[config.mk]
export PLATFORM = sky130hd
export DESIGN_NAME = wdog_timer
export DESIGN_NICKNAME = d
export VERILOG_FILES = /design/src/rtl/wdog_pkg.sv /design/src/rtl/wdog_ctrl.sv /design/src/rtl/wdog_dp.sv /design/src/rtl/wdog_timer.sv
export SDC_FILE = /design/constraint.sdc
export NUM_CORES = 1
export LEC_CHECK = 0
export ABC_AREA = 1
export BUFFER_PORTS_ARGS = -buffer_cell sky130_fd_sc_hd__clkbuf_2
export CAP_MARGIN = 25
export CORE_MARGIN = 8
export CORE_UTILIZATION = 55
export CTS_BUF_LIST = sky130_fd_sc_hd__clkbuf_16
export DETAILED_ROUTE_END_ITERATION = 8
export PLACE_DENSITY = 0.75
export SYNTH_ARGS = -nofsm -noshare
export SYNTH_HDL_FRONTEND = slang
export SYNTH_SLANG_ARGS = --single-unit
[constraint.sdc]
create_clock -name clk -period 2.1 [get_ports clk]
set_clock_uncertainty 0.15 [all_clocks]
set_input_delay 0.315 -clock clk [delete_from_list [all_inputs] [get_ports clk]]
set_output_delay 0.315 -clock clk [all_outputs]
set_load 0.1 [all_outputs]
[src/rtl/wdog_pkg.sv]
`timescale 1ns/100ps
package wdog_pkg;
  parameter int CNT_W = 16;
  parameter int PRE_W = 8;
  parameter int SEL_W = 2;
  parameter int DATA_W = 16;

  localparam logic [1:0] ADR_CTL = 2'd0;
  localparam logic [1:0] ADR_RLD = 2'd1;
  localparam logic [1:0] ADR_CNT = 2'd2;
  localparam logic [1:0] ADR_STS = 2'd3;

  typedef struct packed {
    logic [PRE_W-1:0] pre;
    logic [SEL_W-1:0] divSel;
    logic             enable;
    logic             irqEn;
    logic             rstEn;
  } wdCfg_t;

  typedef struct packed {
    logic             loadCnt;
    logic             restart;
    logic [CNT_W-1:0] cntData;
  } wdStrb_t;
endpackage

[src/rtl/wdog_ctrl.sv]
`timescale 1ns/100ps
module wdog_ctrl
  import wdog_pkg::*;
(
  input  logic              clk,
  input  logic              rstN,
  input  logic              sel,
  input  logic              wr,
  input  logic [1:0]        addr,
  input  logic [DATA_W-1:0] wdata,
  output logic [DATA_W-1:0] rdata,
  input  logic [CNT_W-1:0]  liveCount,
  input  logic              expire,
  output wdCfg_t            cfg,
  output logic [CNT_W-1:0]  reloadVal,
  output wdStrb_t           strb,
  output logic              irq
);
  localparam logic [CNT_W-1:0] RESET_COUNT = CNT_W'(1) << (CNT_W - 1);

  logic wrCtl, wrRld, wrCnt, wrSts;
  logic unusedBits;

  assign wrCtl = sel && wr && (addr == ADR_CTL);
  assign wrRld = sel && wr && (addr == ADR_RLD);
  assign wrCnt = sel && wr && (addr == ADR_CNT);
  assign wrSts = sel && wr && (addr == ADR_STS);
  assign unusedBits = ^{wdata[7:6], wdata[1]};

  always_ff @(posedge clk or negedge rstN) begin
    if (!rstN) begin
      cfg.pre    <= '1;
      cfg.divSel <= '1;
      cfg.enable <= 1'b1;
      cfg.irqEn  <= 1'b0;
      cfg.rstEn  <= 1'b0;
      reloadVal  <= RESET_COUNT;
      irq        <= 1'b0;
    end else begin
      if (wrCtl) begin
        cfg.pre    <= wdata[8 +: PRE_W];
        cfg.enable <= wdata[5];
        cfg.divSel <= wdata[3 +: SEL_W];
        cfg.irqEn  <= wdata[2];
        cfg.rstEn  <= wdata[0];
      end
      if (wrRld) reloadVal <= wdata[CNT_W-1:0];
      if (expire && cfg.irqEn) irq <= 1'b1;
      else if (wrSts && wdata[0]) irq <= 1'b0;
    end
  end

  always_comb begin
    strb.loadCnt = wrCnt;
    strb.restart = wrCtl;
    strb.cntData = wdata[CNT_W-1:0];
  end

  always_comb begin
    rdata = '0;
    if (sel) begin
      case (addr)
        ADR_CTL: begin
          rdata[8 +: PRE_W] = cfg.pre;
          rdata[5]          = cfg.enable;
          rdata[3 +: SEL_W] = cfg.divSel;
          rdata[2]          = cfg.irqEn;
          rdata[0]          = cfg.rstEn;
        end
        ADR_RLD: rdata[CNT_W-1:0] = reloadVal;
        ADR_CNT: rdata[CNT_W-1:0] = liveCount;
        default: rdata[0] = irq;
      endcase
    end
  end
endmodule

[src/rtl/wdog_dp.sv]
`timescale 1ns/100ps
module wdog_dp
  import wdog_pkg::*;
#(
  parameter int MIN_DIV_LOG = 4,
  parameter int RST_LEN = 128
) (
  input  logic             clk,
  input  logic             rstN,
  input  wdCfg_t           cfg,
  input  logic [CNT_W-1:0] reloadVal,
  input  wdStrb_t          strb,
  output logic [CNT_W-1:0] liveCount,
  output logic             expire,
  output logic             rstReq
);
  localparam int DIV_W = MIN_DIV_LOG + (1 << SEL_W) - 1;
  localparam int RCNT_W = $clog2(RST_LEN + 1);
  localparam logic [CNT_W-1:0] RESET_COUNT = CNT_W'(1) << (CNT_W - 1);

  logic [PRE_W-1:0]  preCnt;
  logic [DIV_W-1:0]  divCnt;
  logic [DIV_W-1:0]  divMask;
  logic [RCNT_W-1:0] rstCnt;
  logic preTick, decTick;
  logic unusedIrqEn;

  assign unusedIrqEn = cfg.irqEn;

  always_comb begin
    divMask = '0;
    for (int i = 0; i < DIV_W; i++)
      if (i < MIN_DIV_LOG + int'(cfg.divSel)) divMask[i] = 1'b1;
  end

  assign preTick = cfg.enable && (preCnt == cfg.pre);
  assign decTick = preTick && ((divCnt & divMask) == divMask);
  assign expire  = decTick && (liveCount <= CNT_W'(1));
  assign rstReq  = (rstCnt != '0);

  always_ff @(posedge clk or negedge rstN) begin
    if (!rstN) begin
      preCnt <= '0;
      divCnt <= '0;
    end else if (strb.restart) begin
      preCnt <= '0;
      divCnt <= '0;
    end else if (cfg.enable) begin
      preCnt <= preTick ? '0 : preCnt + 1'b1;
      if (preTick) divCnt <= divCnt + 1'b1;
    end
  end

  always_ff @(posedge clk or negedge rstN) begin
    if (!rstN) liveCount <= RESET_COUNT;
    else if (strb.loadCnt) liveCount <= strb.cntData;
    else if (expire) liveCount <= reloadVal;
    else if (decTick) liveCount <= liveCount - 1'b1;
  end

  always_ff @(posedge clk or negedge rstN) begin
    if (!rstN) rstCnt <= '0;
    else if (expire && cfg.rstEn) rstCnt <= RCNT_W'(RST_LEN);
    else if (rstCnt != '0) rstCnt <= rstCnt - 1'b1;
  end
endmodule

[src/rtl/wdog_timer.sv]
`timescale 1ns/100ps
module wdog_timer
  import wdog_pkg::*;
#(
  parameter int MIN_DIV_LOG = 4,
  parameter int RST_LEN = 128
) (
  input  logic              clk,
  input  logic              rstN,
  input  logic              sel,
  input  logic              wr,
  input  logic [1:0]        addr,
  input  logic [DATA_W-1:0] wdata,
  output logic [DATA_W-1:0] rdata,
  output logic              rstReq,
  output logic              irq
);
  wdCfg_t           cfg;
  wdStrb_t          strb;
  logic [CNT_W-1:0] liveCount;
  logic [CNT_W-1:0] reloadVal;
  logic             expire;

  wdog_ctrl u_ctrl (
    .clk(clk), .rstN(rstN), .sel(sel), .wr(wr), .addr(addr),
    .wdata(wdata), .rdata(rdata), .liveCount(liveCount),
    .expire(expire), .cfg(cfg), .reloadVal(reloadVal),
    .strb(strb), .irq(irq)
  );

  wdog_dp #(.MIN_DIV_LOG(MIN_DIV_LOG), .RST_LEN(RST_LEN)) u_dp (
    .clk(clk), .rstN(rstN), .cfg(cfg), .reloadVal(reloadVal),
    .strb(strb), .liveCount(liveCount), .expire(expire),
    .rstReq(rstReq)
  );
endmodule

# ---- Word level (Yosys, flattened, before mapping)
# Cells that the tools add are included.
dict set report op_classes {
  n_addsub 5
  mul 0
  div_mod_pow 0
  n_lt_le_gt_ge 8
  eq_ne 5
  n_shift 0
  mux 26
  bitwise 1
  n_reduce_logical 19
}
# operator count
set op_table {}
lappend op_table {{$lt A4 B32 Y1 const A} 3}
lappend op_table {{$lt A3 B32 Y1 const A} 2}
lappend op_table {{$mux W16} 4}
lappend op_table {{$mux W8} 5}
lappend op_table {{$lt A2 B32 Y1 const A} 1}
lappend op_table {{$pmux W8 S3} 1}
lappend op_table {{$mux W7} 3}
lappend op_table {{$le A16 B1 Y1 const B} 1}
lappend op_table {{$sub A16 B1 Y16 const B} 1}
lappend op_table {{$pmux W4 S3} 1}
lappend op_table {{$logic_and A1 B1 Y1} 11}
lappend op_table {{$mux W1} 9}
lappend op_table {{$add A8 B1 Y8 const B} 1}
lappend op_table {{$eq A8 B8 Y1} 1}
lappend op_table {{$reduce_bool A2 Y1} 4}
lappend op_table {{$reduce_bool A8 Y1} 1}
lappend op_table {{$sub A8 B1 Y8 const B} 1}
lappend op_table {{$add A7 B1 Y7 const B} 1}
lappend op_table {{$and A7 B7 Y7} 1}
lappend op_table {{$eq A7 B7 Y1} 1}
lappend op_table {{$add A3 B2 Y4 const A} 1}
lappend op_table {{$eq A2 B2 Y1 const B} 2}
lappend op_table {{$lt A1 B4 Y1 const A} 1}
lappend op_table {{$pmux W2 S2} 1}
lappend op_table {{6 further kinds} 6}
dict set report word_totals {
  register_bits 69
  latchBits 0
  ram_bits 0
  rom_bits 0
  in_bits 22
  out_inout_bits 18
  wordCells 75
  memories 0
}

# ---- Logic depth before layout (Yosys ltp)
# Gate-level depths: netlist of run 1.
dict set report logic_depth {
  depth_word 9
  depth_mapped 13
  ltp_nobuf 13
}

# ---- Hierarchy
# A second synthesis of run 1 with hierarchy kept.
dict set report hier_totals {
  hier_cells 703
  area_unflattened_um2 4769.6
}
# module n_inst cells_per_inst area_each_um2 seq_area_each_um2
set by_module_without_submodules {}
lappend by_module_without_submodules {wdog_dp 1 444 2955.3 977.2}
lappend by_module_without_submodules {wdog_ctrl 1 259 1814.2 765.7}

# ---- Least setup slack after synthesis of run 1
# Ideal clock, no wire load.
dict set report synth_timing {
  kind {register to output}
  start {register u_ctrl.irq}
  end {output rdata[0]}
  arrival_ps 2679
  required_ps 1635
  setup_slack_ps -1044
  path_stages_with_launch 3
  n_path_buf 0
  path_cell_list {dfrtp_1 > o21ai_0 > a31oi_1}
}
dict set report synth_between {
  elab_chain_len 2
}
# item line
set synth_lines {}
lappend synth_lines {{start: declaration} wdog_ctrl.sv:17} ;# output logic irq
lappend synth_lines {{start signal: assignment} wdog_ctrl.sv:38} ;# irq <= 1'b0;
lappend synth_lines {{start signal: assignment} wdog_ctrl.sv:48} ;# if (expire && cfg.irqEn) irq <= 1'b1;
lappend synth_lines {{start signal: assignment} wdog_ctrl.sv:49} ;# else if (wrSts && wdata[0]) irq <= 1'b0;
lappend synth_lines {{$pmux W1 S3} wdog_ctrl.sv:62} ;# case (addr)
lappend synth_lines {{$mux W16} wdog_ctrl.sv:61} ;# if (sel) begin
lappend synth_lines {{end: declaration} wdog_timer.sv:14} ;# output logic [DATA_W-1:0] rdata,
# No other way between the ends.

# ---- Final worst setup path of run 1
dict set report layout_timing {
  start {register u_dp.rstCnt[0]}
  end {output rstReq}
}
dict set report layout_between {
  elab_chain_len 1
}
# item line
set layout_lines {}
lappend layout_lines {{start: declaration} wdog_dp.sv:24} ;# logic [RCNT_W-1:0] rstCnt;
lappend layout_lines {{start signal: assignment} wdog_dp.sv:63} ;# else if (expire && cfg.rstEn) rstCnt <= RCNT_W'(RST_LEN);
lappend layout_lines {{start signal: assignment} wdog_dp.sv:64} ;# else if (rstCnt != '0) rstCnt <= rstCnt - 1'b1;
lappend layout_lines {{$reduce_bool A8 Y1} wdog_dp.sv:39} ;# assign rstReq = (rstCnt != '0);
lappend layout_lines {{end: declaration} wdog_timer.sv:15} ;# output logic rstReq,
# No other way between the ends.

==> results of run 1 <==
## cells by family (layout without fill, tap and decap cells)
| family | Yosys count | in the layout | synth area share, % |
|---|---|---|---|
| AO/OA/AOI/OAI | 77 | 77 | 10.2 |
| XOR/XNOR | 21 | 21 | 4.17 |
| adder cells (fa/ha/maj) | 9 | 9 | 2.55 |
| buffers and inverters | 124 | 208 | 11.1 |
| flip-flops | 69 | 69 | 39.5 |
| multiplexers | 2 | 2 | 0.511 |
| AND/OR/NAND/NOR | 317 | 319 | 31.9 |
## routing by layer
metal  GRT usage [%]  vias up  share of wire (%)  wire (um)
li1                -     2137                  -          -
met2            37.4      282                 45       6220
met5               0        -                  0          0
met4            12.5        0                4.3        587
met1            30.2     2135                 41       5710
met3            5.60       59                9.1       1260
## repair_timing
item / in CTS / in global routing
pin swaps: 4 / 9
hold endpoints to repair: 56 / 0
setup buffers: 10 / 9
gates cloned: 0 / 4
hold buffers: 1 / 0
resized for setup: 12 / 35
setup endpoints to repair: 20 / 36
## cells in the final DEF, fill, tap and decap left out, types with 2 or more instances in the layout
| cell | count |
|---|---|
| a21oi_1 | 14 |
| a21oi_4 | 3 |
| buf_12 | 20 |
| buf_4 | 36 |
| buf_6 | 4 |
| bufinv_16 | 3 |
| clkbuf_16 | 9 |
| clkbuf_2 | 21 |
| clkinvlp_4 | 9 |
| dfrtp_1 | 55 |
| dfstp_2 | 13 |
| ha_1 | 6 |
| ha_2 | 2 |
| inv_1 | 85 |
| inv_2 | 12 |
| inv_6 | 3 |
| mux2_2 | 2 |
| nand2_1 | 179 |
| nand2_2 | 4 |
| nand2_4 | 2 |
| nand3_1 | 34 |
| nand3_2 | 3 |
| nand3_4 | 4 |
| nand4_1 | 20 |
| nor2_1 | 40 |
| nor2_2 | 10 |
| nor2_4 | 7 |
| nor3_1 | 9 |
| nor3_4 | 2 |
| o211ai_1 | 3 |
| o21ai_0 | 38 |
| o221ai_1 | 10 |
| o31ai_1 | 4 |
| xnor2_1 | 2 |
| xor2_1 | 19 |
## critical path: stages, from the launching register on
cell     delay [ns]
dfrtp_1        0.41
inv_2          0.09
ha_4           0.13
inv_2          0.05
nor3_4         0.14
nand3_2        0.13
nor2_4         0.12
nand2_4        0.06
buf_12         0.16
## metrics by stage
| stage | hold WS (ns) | std cells | utilization, % | area [um^2] | setup TNS (ns) |
|---|---|---|---|---|---|
| after global routing | 0.0913 | 807 | 76.2 | 5920 | -0.366 |
| after CTS | 0.0839 | 795 | 72.7 | 5650 | -0.0761 |
| after global placement | 0.217 | 768 | 66.7 | 5180 | 0 |
| final | 0.0810 | 807 | 76.2 | 5920 | 0 |
| after floorplan | -0.131 | 619 | - | 4490 | 0 |
| after detailed placement | 0.222 | 768 | 66.7 | 5180 | -0.144 |
## flip-flops by register name (all words and copies together) (netlist names)
| register | cells |
|---|---|
| u_ctrl.irq | 1 |
| u_ctrl.cfg | 13 |
| u_dp.liveCount | 16 |
| u_dp.rstCnt | 8 |
| u_dp.divCnt | 7 |
| u_ctrl.reloadVal | 16 |
| u_dp.preCnt | 8 |
## worst paths after layout
kind                                     from                   end  cells past startpoint
setup / recovery               u_dp.rstCnt[0]                rstReq                      8
hold / removal                       wdata[1]   u_ctrl.reloadVal[1]                      2
setup reg to reg                u_ctrl.cfg[5]    u_dp.liveCount[12]                     10
hold reg to reg            u_dp.liveCount[13]    u_dp.liveCount[13]                      2
max in group asynchronous                rstN    u_dp.liveCount[15]                      3
min in group asynchronous                rstN  u_ctrl.reloadVal[10]                      3
## final cells by class
type,instances,area [um^2]
repair inverters,2,17.5
repair buffers,83,836
clock buffers,9,225
clock inverters,7,123
flip-flops and latches,69,1740
well taps,102,128
multi-input cells,428,2410
fillers,572,1850
inverters,107,442
## power breakdown
part | switching (W) | internal [W]
sequential | 0.000297 | 0.00166
clock | 0.000604 | 0.00117
combinational | 0.00126 | 0.000743
total | 0.00217 | 0.00357
==> key figures, run 1 <==
Layout
  – Area grow syn2layout: 34.3%
  – Share of cells above drive strength 1: between 20% and 30%
  – Number of nets in the layout: 731
  – ANT cells: 0

Setup path
  – Critical path required time: around 1.6 ns
  – Element type at the critical path start: flip-flop
  – R2r setup slk: 0.04 ns
  – CP Max Fanout: 3
  – Path type of the worst setup path: flip-flop to output pin
  – Worst EP arrival: 1.63 ns
  – Crit. End Element: output pin

CTS
  – Root Buffer: clkbuf_16
  – Clock Pin Slew Worst Setup and Hold Paths: 0.06 ns
  – CTS tree: done
  – CTS max path bufs: 2
  – H-tree depth: 3
  – Clock Sink Count: slightly below 70
  – Clock buffer count from CTS: 9
  – Worst-Skew Late Latency: about 0.34 ns

STA
  – Final hold vios: 0
  – Period utilization: 99.7%
  – Final count of pins violating max slew: 0
  – RSZ-0062 raised after global routing: true
  – Post-layout minimum cycle time: roughly 2.1 ns
  – Final setup violation count: 0
  – Final WS setup: approximately 0.0054 ns
  – Max Clock Freq: approximately 480 MHz
  – Relative slew slack: roughly 63%
  – Slew @ Worst Pin: 0.561 ns

Logic synthesis
  – Asr flop ratio synth: between 90% and 100%
  – Cells after Synth: roughly 620
  – Most used DFF post-synth: dfrtp_1
  – Synth top area cells: dfrtp_1, nand2_1, inv_1
  – Avg Inst Size Synth: between 7 and 8 um^2
  – Top-count cell post-synth: nand2_1
  – Syn_nets: 650
  – Yosys warns: 0
  – Sequential element share of the synthesized area: 39.5%
  – Post-synth top area cell: dfrtp_1
  – Commonest cells post-synth: nand2_1, inv_1, dfrtp_1, nor2_1, o21ai_0
  – Yosys top cell area share: about a third
  – Yosys cell types: 35
  – Cell Area, Synth: around 0.0044 mm^2
  – Number of synthesized flops with an enable pin: 0
  – Synth Register Bits: 69

Routing
  – Routed Antenna Nets: 0
  – Remaining routing DRC violations: 0
  – Via/cell ratio: around 5.7
  – DRC marker count from the first detailed-route iteration: ~440
  – Total Wirelength: about 14 mm
  – Vias: 4,613
  – TritonRoute pass-1 iters: 5
  – Avg WL per Cell: between 15 and 20 um

Die
  – Starting Density: ~57%
  – Total Die Area: 0.0111 mm^2
  – Area of the core: 0.00777 mm^2
  – Cell Rows: 32
  – IO Count: 40
  – Chip Height: approximately 110 um
  – Die X: ~110 um

Placed design
  – Hpwl dp: between 9 and 10 mm
  – DP Worst Slack: -0.0446 ns
  – Port bufs: 39
  – Gpl congestion: 0.990

Run status
  – Outcome: completed

Power and ir drop
  – Peak VDD IR: roughly 0.00054 V
  – P_leak: 2.99 nW
  – Pwr dens: 968 mW/mm^2
  – Total power: roughly 0.0057 W

Global routing
  – GR Overflow Total: 0
  – GRT Util Overall: between 20% and 30%
  – Vias in the first global route: around 4,400
  – Pin count of the biggest net entering global routing: 70
  – Global-route wire length before repair: 21.5 mm
  – Initial antenna violation count: 0

Flow run
  – Max_cap viols: 0

Worst hold path
  – Hold WC Path Type: primary input to flip-flop
Note: power is estimated with default switching activity, not from simulation.
==> inputs of run 2 (changes only) <==
--- a/config.mk
+++ b/config.mk
@@ -8,6 +8,7 @@
 export ABC_AREA = 1
 export BUFFER_PORTS_ARGS = -buffer_cell sky130_fd_sc_hd__clkbuf_2
 export CAP_MARGIN = 25
+export CORE_ASPECT_RATIO = 0.9
 export CORE_MARGIN = 8
 export CORE_UTILIZATION = 55
 export CTS_BUF_LIST = sky130_fd_sc_hd__clkbuf_16
==> run 2 against run 1 <==
  * The run now ends with negative setup slack left
  * First-iteration DRC count shrank 2.7%
  * Largest power group unchanged
  * Critical path type unchanged
  * Fmax shrank 4.6%
  * Via count down 1.0%
  * Largest cell class unchanged
  * Highest routed layer unchanged
  * Die area about the same
  * Global-route usage is 0.14 points higher
==> key figures, run 2 (synthesis gave the netlist of run 1 again) <==
Run status
  – Outcome: complete, but fails checks
  – Failing checks: negative setup slack

Layout
  – Filler cells: 579 (+1.2%)
  – Area grow syn2layout: 35.7%
  – Multi-input logic area: 0.00244 mm^2 (+1.4%)
  – Largest registers in the final layout: u_ctrl.reloadVal: 16 flops, u_dp.liveCount: 16 flops, u_ctrl.cfg: 13 flops
  – ANT cells: 0 (unchanged)
  – Number of nets in the layout: 738 (+0.96%)
  – Most common cell after layout, fill and taps aside: nand2_1
  – Commonest non-fill, non-tap cells in the layout: nand2_1, inv_1, dfrtp_1, nor2_1, buf_4
  – Share of cells above drive strength 1: 28.1% (+2.4 points)
  – Final instance area: 0.00598 mm^2 (+1.0%)
  – Register area: 0.00174 mm^2 (unchanged)

Setup path
  – Register-to-Register Path Depth: 12 (+2)
  – Launch point of the worst path: u_dp.rstCnt[1]
  – Path type of the worst setup path: flip-flop to output pin
  – Critical path's slowest cell: dfrtp_1
  – Crit path cell chain: inv_2, ha_4, inv_4, nor3_4, nand3_2, nor2_4, nand2_4, buf_12
  – Critical Path Max Stage Delay: 0.39 ns (-0.02 ns)
  – Worst Path Buf+Inv: 3 (unchanged)
  – Critical path required time: 1.63 ns (about the same)
  – Worst EP arrival: 1.73 ns (+0.10 ns)
  – Critical path depth: 8 (unchanged)
  – R2R Path Start: u_dp.liveCount[0]
  – CP endpoint: rstReq
  – R2r setup slk: 0.03 ns (about the same)
  – CP Max Fanout: 5 (+2)
  – Element type at the critical path start: flip-flop
  – R2r endpoint: u_dp.liveCount[0]
  – Crit. End Element: output pin
  – CP top delay family: simple AND/OR/NAND/NOR gates

Global routing
  – GR Overflow Total: 0 (unchanged)
  – Initial antenna violation count: 0 (unchanged)
  – Pin count of the biggest net entering global routing: 70 (unchanged)
  – Vias in the first global route: 4,392 (-1.1%)
  – Global-route wire length before repair: 21.0 mm (-2.3%)
  – GRT Util Overall: 24.0% (+0.14 points)

Die
  – Total Die Area: 0.0111 mm^2 (about the same)
  – Area of the core: 0.00791 mm^2 (+1.9%)
  – Cell Rows: 31 (-3.1%)
  – Die X: 110 um (+4.6%)
  – Chip Height: 101 um (-4.4%)
  – Starting Density: 55.7% (-1.0 points)
  – IO Count: 40 (unchanged)

Routing
  – Via/cell ratio: 5.63 (-1.5%)
  – Remaining routing DRC violations: 0 (unchanged)
  – Routed Antenna Nets: 0 (unchanged)
  – Vias: 4,567 (-1.0%)
  – Avg WL per Cell: 16.7 um (-2.1%)
  – Total Wirelength: 13.6 mm (-1.6%)
  – DRC marker count from the first detailed-route iteration: 426 (-2.7%)
  – TritonRoute pass-1 iters: 5 (unchanged)

STA
  – RSZ-0062 raised after global routing: true
  – Final WS setup: -0.0964 ns (-0.102 ns)
  – Final count of pins violating max slew: 0 (unchanged)
  – Period utilization: 105% (+4.8 points)
  – Max Clock Freq: 455 MHz (-4.6%)
  – Relative slew slack: 62.2% (-0.53 points)
  – Slew @ Worst Pin: 0.569 ns (+0.00803 ns)
  – Final hold vios: 0 (unchanged)
  – Final setup violation count: 1 (+1)
  – Post-layout minimum cycle time: 2.20 ns (+0.102 ns)

Power and ir drop
  – Peak VDD IR: 0.000490 V (-9.3%)
  – Total power: 0.00581 W (+1.3%)
  – Pwr dens: 971 mW/mm^2 (+0.31%)
  – P_leak: 3.01 nW (+0.55%)

CTS
  – Root Buffer: clkbuf_16
  – H-tree depth: 3 (unchanged)
  – CTS tree: done
  – Clock buffer count from CTS: 9 (unchanged)
  – Worst-Skew Late Latency: 0.34 ns (about the same)
  – CTS max path bufs: 2 (unchanged)
  – Clock Pin Slew Worst Setup and Hold Paths: 0.06 ns (about the same)
  – Clock Sink Count: 69 (unchanged)

Worst hold path
  – Hold WC Path Type: primary input to flip-flop

Placed design
  – Placed Area: 0.00518 mm^2 (about the same)
  – Gpl congestion: 0.946 (-4.5%)
  – Port bufs: 39 (unchanged)
  – Hpwl dp: 9.39 mm (-1.2%)

Flow run
  – Max_cap viols: 0 (unchanged)
-- run 2: cell type report --
type                    count  share of cell area, %
multi-input cells         429                   40.8
flip-flops and latches     69                   29.2
well taps                  99                   2.07
repair buffers             90                   14.8
inverters                 107                   7.38
clock buffers               9                   3.77
repair inverters            1                  0.126
clock inverters             7                   1.90
-- run 2: power breakdown --
group | switching (W) | leakage [nW] | internal (W) | total (W)
logic | 0.00128 | 2.00 | 0.000816 | 0.00210
registers | 0.000305 | 0.853 | 0.00166 | 0.00196
clock network | 0.000594 | 0.159 | 0.00115 | 0.00175
-- run 2: per-layer routing --
metal	wire [um]	track usage (%)	up-vias
li1	-	-	2146
met1	5680	30.8	2139
met2	6370	37.6	247
met3	1190	5.63	35
met4	315	10.3	0
met5	0	0	-
-- run 2: how the worst min path moves through the flow --
stage                     startpoint             endpoint  slack (ns)  depth (start not counted)
final                       wdata[1]  u_ctrl.reloadVal[1]        0.08                          2
after floorplan                 rstN        u_ctrl.cfg[0]       -0.13                          0
after global placement          rstN       u_dp.divCnt[1]        0.22                          2
after global routing       wdata[12]        u_ctrl.cfg[9]        0.08                          3
after detailed placement        rstN       u_dp.divCnt[1]        0.22                          2
after CTS                  wdata[15]       u_ctrl.cfg[12]        0.07                          3
-- run 2: per-stage QoR --
step | util, % | setup slack (ns) | hold slack (ns) | cells | setup TNS, ns
after detailed placement | 65.4 | -0.0942 | 0.219 | 765 | -0.580
after global placement | 65.4 | 0.0232 | 0.219 | 765 | 0
after floorplan | - | 0.00640 | -0.131 | 619 | 0
final | 75.6 | -0.0964 | 0.0769 | 811 | -0.0964
after global routing | 75.6 | -0.164 | 0.0827 | 811 | -0.742
after CTS | 70.2 | -0.0477 | 0.0742 | 784 | -0.0477
-- run 2: what timing repair did --
action / 4_1_cts / 5_1_grt
endpoints found under the hold margin: 56 / 0
hold buffers: 1 / 0
gates cloned: 0 / 5
buffers inserted: 2 / 22
resized for setup: 7 / 59
setup endpoints to repair: 19 / 41
pin swaps: 2 / 25
-- run 2: worst reg2reg max path, cell delays in order (launching register included) --
cell and delay [ns]:
dfrtp_1 0.39, buf_6 0.13, ha_1 0.14, nor2_1 0.04, nor2_1 0.15, nand3_2 0.13
nor2_4 0.27, buf_6 0.15, nand3_4 0.10, nand2_1 0.10, nand3_1 0.08, nand2_1 0.09
nand2_1 0.05
